--- src/rtl/sdh_pkg.sv ---
package sdh_pkg;

  localparam int DW = 32;
  localparam int AW = 8;
  localparam int BYTES = DW / 8;

  // Register byte addresses
  localparam logic [AW-1:0] OFS_CTRL = 8'h00;
  localparam logic [AW-1:0] OFS_MASK = 8'h04;
  localparam logic [AW-1:0] OFS_RAW  = 8'h08;
  localparam logic [AW-1:0] OFS_MSKD = 8'h0C;
  localparam logic [AW-1:0] OFS_CARD = 8'h10;
  localparam logic [AW-1:0] OFS_BLK  = 8'h14;
  localparam logic [AW-1:0] OFS_BCNT = 8'h18;
  localparam logic [AW-1:0] OFS_TMO  = 8'h1C;
  localparam logic [AW-1:0] OFS_WLVL = 8'h20;
  localparam logic [AW-1:0] OFS_FIFO = 8'h40;

  // Bit positions other logic depends on
  localparam int BIT_IRQ_EN  = 4;
  localparam int BIT_DONE    = 3;
  localparam int BIT_INS     = 30;
  localparam int BIT_REM     = 31;
  localparam int BIT_PRESENT = 8;
  localparam logic [DW-1:0] SELF_CLR = 32'h0000_0007;

  localparam logic [DW-1:0] RST_CTRL = 32'h0000_0300;

  // Plain storage words, built by a generate loop
  localparam int NPLAIN   = 5;
  localparam int PIX_MASK = 0;
  localparam int PIX_BLK  = 1;
  localparam int PIX_BCNT = 2;
  localparam int PIX_TMO  = 3;
  localparam int PIX_WLVL = 4;
  localparam logic [AW-1:0] PLAIN_OFS [NPLAIN] =
    '{OFS_MASK, OFS_BLK, OFS_BCNT, OFS_TMO, OFS_WLVL};
  localparam logic [DW-1:0] PLAIN_RST [NPLAIN] =
    '{32'h0, 32'h0000_0200, 32'h0000_0200, 32'hFFFF_FF40, 32'h000F_0000};

  // Control word as stored: the reset-request bits never stick
  function automatic logic [DW-1:0] ctrl_store(input logic [DW-1:0] v);
    return v & ~SELF_CLR;
  endfunction

  // Card status word from the present flag
  function automatic logic [DW-1:0] card_word(input logic present);
    logic [DW-1:0] w;
    w = '0;
    w[BIT_PRESENT] = present;
    return w;
  endfunction

  // One byte lane of a word, lane 0 being bits 7..0
  function automatic logic [7:0] lane_of(input logic [DW-1:0] w, input int k);
    return w[8*k +: 8];
  endfunction

endpackage

--- src/rtl/sdh_irq_core.sv ---
module sdh_irq_core #(
  parameter int W       = 32,
  parameter int INS_BIT = 30,
  parameter int REM_BIT = 31
) (
  input  logic         clk,
  input  logic         rst_n,
  input  logic [W-1:0] clr_vec,
  input  logic [W-1:0] set_vec,
  input  logic [W-1:0] mask,
  input  logic         irq_en,
  input  logic         card_det,
  output logic [W-1:0] raw_q,
  output logic         present_q,
  output logic         evt_ins,
  output logic         evt_rem,
  output logic         irq
);

  logic [W-1:0] raw_r;
  logic [W-1:0] raw_d;
  logic         pres_r;

  assign evt_ins = card_det & ~pres_r;
  assign evt_rem = ~card_det & pres_r;

  // Clears first, then sets, then card events own their two bits
  always_comb begin
    raw_d = (raw_r & ~clr_vec) | set_vec;
    if (evt_ins) begin
      raw_d[INS_BIT] = 1'b1;
      raw_d[REM_BIT] = 1'b0;
    end else if (evt_rem) begin
      raw_d[INS_BIT] = 1'b0;
      raw_d[REM_BIT] = 1'b1;
    end
  end

  always_ff @(posedge clk or negedge rst_n) begin
    if (!rst_n) begin
      raw_r  <= '0;
      pres_r <= 1'b1;
    end else begin
      raw_r  <= raw_d;
      pres_r <= card_det;
    end
  end

  assign raw_q     = raw_r;
  assign present_q = pres_r;
  assign irq       = irq_en & (|(raw_r & mask));

endmodule

--- src/rtl/sdh_xfer_ctr.sv ---
module sdh_xfer_ctr #(
  parameter int CNT_W = 32,
  parameter int STEP  = 4
) (
  input  logic             clk,
  input  logic             rst_n,
  input  logic             load,
  input  logic [CNT_W-1:0] load_val,
  input  logic             step,
  output logic             done
);

  localparam logic [CNT_W-1:0] STEP_V = CNT_W'(STEP);

  logic [CNT_W-1:0] cnt_r;
  logic [CNT_W-1:0] cnt_dec;

  function automatic logic [CNT_W-1:0] sat_down(input logic [CNT_W-1:0] v);
    if (v > STEP_V) return v - STEP_V;
    return '0;
  endfunction

  assign cnt_dec = sat_down(cnt_r);
  assign done    = step & (cnt_dec == '0);

  always_ff @(posedge clk or negedge rst_n) begin
    if (!rst_n) cnt_r <= '0;
    else if (load) cnt_r <= load_val;
    else if (step) cnt_r <= cnt_dec;
  end

endmodule

--- src/rtl/sdh_pio_port.sv ---
module sdh_pio_port #(
  parameter int BYTES = 4
) (
  input  logic               clk,
  input  logic               rst_n,
  input  logic               wr_word,
  input  logic [8*BYTES-1:0] wdata,
  input  logic               rd_req,
  input  logic               rx_valid,
  input  logic [7:0]         rx_byte,
  output logic               tx_valid,
  output logic [7:0]         tx_byte,
  output logic               rx_full,
  output logic               rd_ok,
  output logic [8*BYTES-1:0] rx_word
);

  localparam int W  = 8 * BYTES;
  localparam int CW = $clog2(BYTES + 1);
  localparam logic [CW-1:0] NBYTES = CW'(BYTES);

  logic [W-1:0]  tx_sh;
  logic [CW-1:0] tx_left;
  logic [CW-1:0] rx_cnt;
  logic          rx_take;

  // Toward the card: shift out lane 0 first
  assign tx_valid = (tx_left != '0);
  assign tx_byte  = tx_sh[7:0];

  always_ff @(posedge clk or negedge rst_n) begin
    if (!rst_n) begin
      tx_sh   <= '0;
      tx_left <= '0;
    end else if (wr_word) begin
      tx_sh   <= wdata;
      tx_left <= NBYTES;
    end else if (tx_valid) begin
      tx_sh   <= tx_sh >> 8;
      tx_left <= tx_left - 1'b1;
    end
  end

  // From the card: gather bytes into lanes in arrival order
  assign rx_full = (rx_cnt == NBYTES);
  assign rd_ok   = rd_req & rx_full;
  assign rx_take = rx_valid & ~rx_full & ~rd_ok;

  always_ff @(posedge clk or negedge rst_n) begin
    if (!rst_n) rx_cnt <= '0;
    else if (rd_ok) rx_cnt <= '0;
    else if (rx_take) rx_cnt <= rx_cnt + 1'b1;
  end

  for (genvar k = 0; k < BYTES; k++) begin : g_lane
    logic [7:0] lane_q;
    always_ff @(posedge clk or negedge rst_n) begin
      if (!rst_n) lane_q <= '0;
      else if (rx_take && rx_cnt == CW'(k)) lane_q <= rx_byte;
    end
    assign rx_word[8*k +: 8] = lane_q;
  end

endmodule

--- src/rtl/sdh_cfg_regs.sv ---
module sdh_cfg_regs
  import sdh_pkg::*;
(
  input  logic          clk,
  input  logic          rst_n,
  input  logic          wr_en,
  input  logic [AW-1:0] addr,
  input  logic [DW-1:0] wdata,
  output logic [DW-1:0] ctrl_q,
  output logic [DW-1:0] plain_q [NPLAIN]
);

  always_ff @(posedge clk or negedge rst_n) begin
    if (!rst_n) ctrl_q <= RST_CTRL;
    else if (wr_en && addr == OFS_CTRL) ctrl_q <= ctrl_store(wdata);
  end

  for (genvar i = 0; i < NPLAIN; i++) begin : g_plain
    logic [DW-1:0] q;
    always_ff @(posedge clk or negedge rst_n) begin
      if (!rst_n) q <= PLAIN_RST[i];
      else if (wr_en && addr == PLAIN_OFS[i]) q <= wdata;
    end
    assign plain_q[i] = q;
  end

endmodule

--- src/rtl/sdh_irq_pio.sv ---
module sdh_irq_pio
  import sdh_pkg::*;
#(
  parameter int CNT_W = 32
) (
  input  logic          clk,
  input  logic          rst_n,
  input  logic          reg_wr,
  input  logic          reg_rd,
  input  logic [AW-1:0] reg_addr,
  input  logic [DW-1:0] reg_wdata,
  output logic [DW-1:0] reg_rdata,
  input  logic [DW-1:0] set_evt,
  input  logic          card_det,
  input  logic          rx_valid,
  input  logic [7:0]    rx_byte,
  output logic          rx_full,
  output logic          tx_valid,
  output logic [7:0]    tx_byte,
  output logic          irq
);

  // Named internal events, also watched by the checker
  logic          fifo_wr;
  logic          fifo_rd_req;
  logic          rd_ok;
  logic          xfer_done;
  logic          evt_ins;
  logic          evt_rem;
  logic          present_q;
  logic [DW-1:0] raw_q;
  logic [DW-1:0] ctrl_q;
  logic [DW-1:0] plain_q [NPLAIN];
  logic [DW-1:0] clr_vec;
  logic [DW-1:0] set_vec;
  logic [DW-1:0] rx_word;
  logic [DW-1:0] rd_mux;
  logic          bcnt_load;

  assign fifo_wr     = reg_wr & (reg_addr == OFS_FIFO);
  assign fifo_rd_req = reg_rd & (reg_addr == OFS_FIFO);
  assign bcnt_load   = reg_wr & (reg_addr == OFS_BCNT);
  assign clr_vec     = (reg_wr && (reg_addr == OFS_RAW || reg_addr == OFS_MSKD))
                       ? reg_wdata : '0;
  assign set_vec     = set_evt | (DW'(xfer_done) << BIT_DONE);

  sdh_cfg_regs u_cfg (
    .clk     (clk),
    .rst_n   (rst_n),
    .wr_en   (reg_wr),
    .addr    (reg_addr),
    .wdata   (reg_wdata),
    .ctrl_q  (ctrl_q),
    .plain_q (plain_q)
  );

  sdh_irq_core #(
    .W       (DW),
    .INS_BIT (BIT_INS),
    .REM_BIT (BIT_REM)
  ) u_irq (
    .clk       (clk),
    .rst_n     (rst_n),
    .clr_vec   (clr_vec),
    .set_vec   (set_vec),
    .mask      (plain_q[PIX_MASK]),
    .irq_en    (ctrl_q[BIT_IRQ_EN]),
    .card_det  (card_det),
    .raw_q     (raw_q),
    .present_q (present_q),
    .evt_ins   (evt_ins),
    .evt_rem   (evt_rem),
    .irq       (irq)
  );

  sdh_xfer_ctr #(
    .CNT_W (CNT_W),
    .STEP  (BYTES)
  ) u_ctr (
    .clk      (clk),
    .rst_n    (rst_n),
    .load     (bcnt_load),
    .load_val (reg_wdata[CNT_W-1:0]),
    .step     (fifo_wr | rd_ok),
    .done     (xfer_done)
  );

  sdh_pio_port #(
    .BYTES (BYTES)
  ) u_pio (
    .clk      (clk),
    .rst_n    (rst_n),
    .wr_word  (fifo_wr),
    .wdata    (reg_wdata),
    .rd_req   (fifo_rd_req),
    .rx_valid (rx_valid),
    .rx_byte  (rx_byte),
    .tx_valid (tx_valid),
    .tx_byte  (tx_byte),
    .rx_full  (rx_full),
    .rd_ok    (rd_ok),
    .rx_word  (rx_word)
  );

  always_comb begin
    case (reg_addr)
      OFS_CTRL: rd_mux = ctrl_q;
      OFS_MASK: rd_mux = plain_q[PIX_MASK];
      OFS_RAW:  rd_mux = raw_q;
      OFS_MSKD: rd_mux = raw_q & plain_q[PIX_MASK];
      OFS_CARD: rd_mux = card_word(present_q);
      OFS_BLK:  rd_mux = plain_q[PIX_BLK];
      OFS_BCNT: rd_mux = plain_q[PIX_BCNT];
      OFS_TMO:  rd_mux = plain_q[PIX_TMO];
      OFS_WLVL: rd_mux = plain_q[PIX_WLVL];
      OFS_FIFO: rd_mux = rd_ok ? rx_word : '0;
      default:  rd_mux = '0;
    endcase
  end

  always_ff @(posedge clk or negedge rst_n) begin
    if (!rst_n) reg_rdata <= '0;
    else if (reg_rd) reg_rdata <= rd_mux;
  end

endmodule

--- config.mk ---
export PLATFORM = sky130hd
export DESIGN_NAME = sdh_irq_pio
export DESIGN_NICKNAME = d
export VERILOG_FILES = /design/src/rtl/sdh_pkg.sv /design/src/rtl/sdh_irq_core.sv /design/src/rtl/sdh_xfer_ctr.sv /design/src/rtl/sdh_pio_port.sv /design/src/rtl/sdh_cfg_regs.sv /design/src/rtl/sdh_irq_pio.sv
export SDC_FILE = /design/constraint.sdc
export NUM_CORES = 1
export LEC_CHECK = 0
export BUFFER_PORTS_ARGS = -buffer_cell sky130_fd_sc_hd__clkbuf_2
export CORE_MARGIN = 2
export CORE_UTILIZATION = 45
export DETAILED_ROUTE_END_ITERATION = 7
export PLACE_DENSITY = 0.72
export SYNTH_ARGS = -nofsm -noshare
export SYNTH_HDL_FRONTEND = slang
export SYNTH_SLANG_ARGS = --single-unit
--- constraint.sdc ---
create_clock -name clk -period 3.71 [get_ports clk]
set_clock_uncertainty 0.15 [all_clocks]
set_input_delay 0.371 -clock clk [delete_from_list [all_inputs] [get_ports clk]]
set_output_delay 0.371 -clock clk [all_outputs]
set_load 0.01 [all_outputs]
==> results of run 1 <==
cell type report:
cell class,count,area [um^2]
fillers,3099,16900
flip-flops and latches,356,8950
multi-input cells,1001,7280
repair buffers,212,1430
clock buffers,64,1230
well taps,468,586
inverters,29,109
clock inverters,6,90.1
how the worst max path moves through the flow:
| stage | startpoint | endpoint | slack (ps) | depth (start not counted) |
|---|---|---|---|---|
| 6_report | u_ctr.cnt_r[2]$_DFFE_PN0P_ | u_irq.raw_q[3]$_DFF_PN0_ | 500 | 8 |
| 5_1_grt | u_ctr.cnt_r[2]$_DFFE_PN0P_ | u_irq.raw_q[3]$_DFF_PN0_ | 310 | 8 |
| 4_1_cts | u_ctr.cnt_r[2]$_DFFE_PN0P_ | u_irq.raw_q[3]$_DFF_PN0_ | 520 | 8 |
| 3_5_place_dp | reg_addr[6] | u_ctr.cnt_r[10]$_DFFE_PN0P_ | 500 | 7 |
| 3_3_place_gp | reg_addr[5] | u_ctr.cnt_r[8]$_DFFE_PN0P_ | 640 | 7 |
| 2_1_floorplan | u_ctr.cnt_r[2]$_DFFE_PN0P_ | u_irq.raw_q[3]$_DFF_PN0_ | 960 | 11 |
kinds of logic (layout without fill, tap and decap cells):
logic type / after synthesis / after routing / synth area share, %
AOI/OAI and AO/OA: 338 / 338 / 14.6
xor gates and xnor gates: 5 / 5 / 0.261
adders and majority gates: 10 / 10 / 0.732
buffers and inverters: 129 / 311 / 3.32
DFF: 356 / 356 / 53.4
muxes: 245 / 245 / 16.1
and+or+nand+nor: 403 / 403 / 11.5
registers in the layout, summed over array words and instances (netlist names):
name / cells
u_pio.tx_sh: 32
u_irq.raw_q: 32
u_cfg.ctrl_q: 29
u_ctr.cnt_r: 32
reg_rdata: 32
u_irq.present_q: 1
u_cfg.g_plain.q: 160
u_pio.g_lane.lane_q: 32
u_pio.tx_left: 3
u_pio.rx_cnt: 3
where the power goes:
group	leakage [nW]	switching, W	internal, W	total, W
clock	0.645	0.00158	0.00241	0.00399
combinational	3.86	0.000761	0.000589	0.00135
sequential	4.57	0.000267	0.00424	0.00451
repair_timing:
item	CTS	global route
endpoints found under the hold margin	100	0
endpoints found under the setup margin	0	0
hold buffers	34	0
worst min-delay path, stage by stage:
cell and delay [ps]:
clkbuf_2 80, a21o_1 70, maj3_1 140
cell usage in the layout, fill, tap and decap left out, types with 12 or more instances in the layout:
| cell | netlist | final |
|---|---|---|
| o21ai_0 | 51 | 51 |
| mux2i_1 | 55 | 55 |
| a22o_1 | 16 | 16 |
| nand3_1 | 28 | 28 |
| mux2_2 | 189 | 189 |
| a211oi_1 | 14 | 14 |
| o2bb2ai_1 | 18 | 18 |
| a22oi_1 | 22 | 22 |
| a222oi_1 | 18 | 18 |
| clkbuf_2 | 0 | 127 |
| dfrtp_1 | 322 | 322 |
| dfstp_2 | 34 | 34 |
| clkbuf_16 | 0 | 41 |
| nand2_1 | 205 | 205 |
| nor2_1 | 37 | 37 |
| buf_4 | 12 | 45 |
| a21oi_1 | 49 | 49 |
| clkbuf_8 | 0 | 12 |
| o211ai_1 | 14 | 14 |
| inv_1 | 28 | 28 |
| a32oi_1 | 17 | 17 |
| nand2b_1 | 24 | 24 |
| a21o_1 | 48 | 48 |
| nor3_1 | 37 | 37 |
| dlygate4sd3_1 | 0 | 34 |
metrics by stage:
stage               total power, W  cells  hold WS (ps)  utilization [%]
CTS                        0.00988   2136          4.85             53.7
detailed placement         0.00587   2032           261             49.2
finish                     0.00985   2136          14.9             53.7
floorplan                  0.00533   1486         -74.6                -
global placement           0.00582   2032           255             49.2
global route                0.0102   2136          32.5             53.7
layer usage:
layer	global-route usage [%]	routed length [um]
met4	13.1	2580
met1	36.1	22000
met2	44.2	24900
met3	5.41	4100
met5	0	13
==> run_results.csv, run 1 <==
group,metric,value,unit
clocking,cts-resized-gates,0,
layout,drive_gt1_share,28.4,%
timing,worstMarginPinSlew,1020,ps
synthesis,ys_top_cells_by_area,"dfrtp_1 (48%), mux2_2 (13%), dfstp_2 (5.3%)",
timing,rsz0062_at_grt,"false",
clocking,cts_tree,"yes",
floorplanning,num_io_pins,129,
floorplanning,die_height,197,um
synthesis,synth_top_area_cell,"dfrtp_1",
synthesis,ys_seq_area_share,53.4,%
detailed_routing,post-route-drc-count,0,
clocking,htree_levels,2,
layout,n_antenna_cell,0,
placement,place_congestion,0.923,
critical_path,r2r-end,"u_irq.raw_q[3]$_DFF_PN0_",
clocking,clkTransAtPathRegs,60,ps
critical_path,r2r_cells,8,
synthesis,yosys_register_bits,356,
critical_path,slowest_delay,630,ps
critical_path,worst_path_dominant_cell_family,"simple AND/OR/NAND/NOR gates",
placement,hpwl,37.4,mm
critical_path,path_cells,"inv_1, ha_1, or4b_1, or3_1, o31a_1, a311oi_1, o2111ai_1, o21ai_1",
layout,final_area,19700,um^2
detailed_routing,viasPerCell,6.21,
grt,grt_overflow_total,0,
critical_path,slowest_stage,"or4b_1",
layout,nets,1734,
power_and_ir_drop,p_leak,9.07,nW
power_and_ir_drop,powerDensity,501,nW/um^2
synthesis,synth.avg_cell_area,11.3,um^2
grt,grt_max_degree,105,
worst_hold_path,min_path_type,"input pin to flip-flop",
critical_path,path_buf_inv,1,
timing,setup_viol,0,
placement,pre_cts_ws,502,ps
synthesis,synth_top_cell_area_share,48.1,%
floorplanning,start_util,45.7,%
floorplanning,rows,70,
timing,fin_crit,3210,ps
clocking,clk_latency,540,ps
grt,grt_pass1_vias,13300,
detailed_routing,wl,53.5,mm
synthesis,synth.most_common_cell,"dfrtp_1",
synthesis,synth.cells.most_frequent,"dfrtp_1 (322), nand2_1 (205), mux2_2 (189), clkbuf_1 (59), mux2i_1 (55)",
detailed_routing,ant_nets,0,
floorplanning,die_area,38800,um^2
timing,tns,0,ps
critical_path,reg2reg_from,"u_ctr.cnt_r[2]$_DFFE_PN0P_",
clocking,post_cts_buffers,0,
critical_path,cp_max_fo,10,
critical_path,worstPathRequired,4030,ps
synthesis,synth_cell_type_count,70,
critical_path,r2r_slack,500,ps
synthesis,synthCells,1486,
clocking,clock_path_buffers,3,
synthesis,synthArstFlopShare,100,%
critical_path,cp-end-kind,"flip-flop",
layout,area_delta_synth_final,17.5,%
worst_hold_path,hold_path_depth,3,
clocking,clkSinkCount,356,
status,status,"finished clean",
placement,place_area,18000,um^2
critical_path,cp-start-kind,"flip-flop",
detailed_routing,vias,13300,
floorplanning,coreArea,36600,um^2
synthesis,synth_warnings,0,
critical_path,arrival,3530,ps
timing,layout_worst_path_cycle_share,86.6,%
synthesis,ys.flop_type,"dfrtp_1",
timing,slew_headroom,32.2,%
worst_hold_path,min_to,"u_irq.raw_q[31]$_DFF_PN0_",
power_and_ir_drop,ir_worst_vdd,0.000257,V
clocking,cts_buffers,39,
critical_path,crit_type,"flip-flop to flip-flop",
grt,antenna_found_initial,1,
worst_hold_path,min_from,"set_evt[31]",
detailed_routing,first_pass_iters,6,
placement,portBuffers,128,
floorplanning,die_w,197,um
timing,drv_slew,0,
detailed_routing,wire_per_inst,25.0,um
clocking,root_buffer,"clkbuf_16",
synthesis,synth-edff-count,0,
timing,hold_violations,0,
timing,worst_slack,498,ps
synthesis,syn-cell-area,16700,um^2
flow_run,drv_cap,0,
grt,grt_pass1_wl,80.8,mm
synthesis,syn_nets,1581,
timing,fmaxAchievable,311,MHz
detailed_routing,drt_iter0_markers,1216,
grt,grtUsageTotal,27.6,%
Note: power is estimated with default switching activity, not from simulation.
==> run 2: changes to the inputs <==
Settings changed: CORE_UTILIZATION 45 to 55, PLACE_DENSITY 0.72 to 0.83.
==> run 2 against run 1 <==
Net effect: count of clock-buffer cells in the layout down 7; final cell count down 3.7%; maximum frequency increased by 3.2%; die area down 18%; register-to-register slack improved by 100 ps; setup slack better by 100 ps; sequential cell count is the same; design area fell by 0.84%; combinational power hardly changed; global-route usage rose by 6.2 points; critical endpoint unchanged.
==> run_results.csv, run 2 (same netlist as run 1, synthesis figures left out) <==
group,metric,value,unit
flow_run,drv_cap,0,
timing,layout_worst_path_cycle_share,83.9,%
detailed_routing,drt_iter0_markers,1580,
detailed_routing,vias,13700,
layout,nets,1733,
detailed_routing,ant_nets,0,
critical_path,cp-end-kind,"flip-flop",
floorplanning,coreArea,29800,um^2
layout,layout_common_cells,"dfrtp_1 (322), nand2_1 (205), mux2_2 (189), clkbuf_2 (127), mux2i_1 (55)",
detailed_routing,post-route-drc-count,0,
timing,hold_violations,0,
timing,rsz0062_at_grt,"false",
grt,grt_overflow_total,0,
grt,grt_pass1_vias,13900,
clocking,cts_buffers,37,
critical_path,cp_max_fo,10,
clocking,root_buffer,"clkbuf_16",
grt,antenna_found_initial,2,
timing,fin_crit,3110,ps
critical_path,arrival,3410,ps
critical_path,slowest_delay,630,ps
clocking,cts_hold_buf,34,
placement,hpwl,36.8,mm
layout,drive_gt1_share,28.2,%
placement,portBuffers,128,
layout,n_antenna_cell,0,
power_and_ir_drop,p_leak,9.05,nW
power_and_ir_drop,ir_worst_vdd,0.000252,V
detailed_routing,viasPerCell,6.68,
critical_path,crit_type,"flip-flop to flip-flop",
floorplanning,die_area,31900,um^2
grt,grt_pass1_wl,80.7,mm
timing,slew_headroom,23.7,%
timing,setup_viol,0,
clocking,clkTransAtPathRegs,60,ps
floorplanning,rows,63,
status,status,"finished clean",
critical_path,worstPathRequired,4000,ps
floorplanning,die_height,179,um
floorplanning,start_util,56.2,%
clocking,clk_latency,530,ps
clocking,cts_tree,"yes",
layout,final_common_cell,"dfrtp_1",
detailed_routing,first_pass_iters,8,
timing,tns,0,ps
layout,final_util,65.5,%
placement,place_congestion,0.946,
layout,fillers,2122,
timing,fmaxAchievable,321,MHz
detailed_routing,wire_per_inst,26.1,um
detailed_routing,wl,53.6,mm
grt,grtUsageTotal,33.7,%
grt,grt_max_degree,103,
clocking,clock_path_buffers,3,
worst_hold_path,min_path_type,"input pin to flip-flop",
timing,drv_slew,0,
critical_path,slowest_stage,"or4b_1",
critical_path,path_cells,"inv_1, ha_1, or4b_1, or3_1, o31a_1, a311oi_1, o2111ai_1, o21ai_1",
timing,worstMarginPinSlew,1140,ps
layout,largest_reg_flops,160,
clocking,htree_levels,2,
power_and_ir_drop,powerDensity,498,nW/um^2
clocking,post_cts_buffers,0,
critical_path,cp-start-kind,"flip-flop",
floorplanning,die_w,179,um
clocking,cts-resized-gates,0,
layout,area_delta_synth_final,16.5,%
floorplanning,num_io_pins,129,
clocking,clkSinkCount,356,
layout,regMostFlops,"u_cfg.g_plain.q",
[run 2: cell count changes in the layout (fill, tap and decap cells not counted), sizes merged]
cell	before	now
bufinv	2	4
clkinv	4	6
buf	51	52
inv	28	29
clkinvlp	1	0
clkbuf	191	184
[run 2: power breakdown]
group	internal (W)	total (W)	leakage [nW]	switching, W
registers	0.00424	0.00452	4.57	0.000277
clock network	0.00231	0.00385	0.613	0.00153
logic	0.000584	0.00135	3.87	0.000764
[run 2: cell type report]
| type | count | area, um^2 | share of cell area (%) |
|---|---|---|---|
| clock buffer | 57 | 1090 | 5.61 |
| sequential | 356 | 8950 | 45.9 |
| inverter | 29 | 109 | 0.558 |
| tap | 390 | 488 | 2.50 |
| timing repair buffer | 213 | 1440 | 7.36 |
| multi-input combinational | 1001 | 7280 | 37.3 |
| clock inverter | 10 | 154 | 0.789 |
[run 2: worst paths after layout]
| check | start | to | slack [ps] | cells after the start |
|---|---|---|---|---|
| hold reg to reg | u_cfg.g_plain[2].q[9]$_DFFE_PN1P_ | u_cfg.g_plain[2].q[9]$_DFFE_PN1P_ | 310 | 2 |
| hold / removal | reg_wdata[26] | u_pio.tx_sh[26]$_DFFE_PN0P_ | 50 | 3 |
| min in group asynchronous | rst_n | u_pio.tx_left[1]$_DFFE_PN0P_ | 300 | 2 |
| setup reg to reg | u_ctr.cnt_r[2]$_DFFE_PN0P_ | u_irq.raw_q[3]$_DFF_PN0_ | 600 | 8 |
| max in group asynchronous | rst_n | u_cfg.g_plain[4].q[18]$_DFFE_PN1P_ | 2060 | 3 |
| setup / recovery | u_ctr.cnt_r[2]$_DFFE_PN0P_ | u_irq.raw_q[3]$_DFF_PN0_ | 600 | 8 |
[run 2: layer usage]
layer | vias up | GRT usage [%] | share of wire (%)
li1 | 5763 | - | -
met1 | 6917 | 44.0 | 38
met2 | 860 | 53.2 | 46
met3 | 184 | 7.12 | 9.7
met4 | 2 | 17.9 | 5.7
met5 | - | 0 | 0.021
[run 2: critical path: cells and delay by family, from the launching register on]
kind                       cells  cell delay, ps
buffers and inverters          1             100
adders and majority gates      1             310
AOI/OAI and AO/OA              4             890
DFF                            1             440
and+or+nand+nor                2            1150
[run 2: stage by stage]
| step | setup slack, ps | hold slack [ps] | cells | total power [W] | cell area (um^2) |
|---|---|---|---|---|---|
| 4_1_cts | 592 | 34.2 | 2056 | 0.00969 | 19500 |
| 3_3_place_gp | 705 | 296 | 1955 | 0.00578 | 17900 |
| 2_1_floorplan | 956 | -74.6 | 1486 | 0.00533 | 16700 |
| 5_1_grt | 357 | 68.8 | 2056 | 0.0100 | 19500 |
| 3_5_place_dp | 607 | 297 | 1955 | 0.00586 | 17900 |
| 6_report | 598 | 51.8 | 2056 | 0.00971 | 19500 |
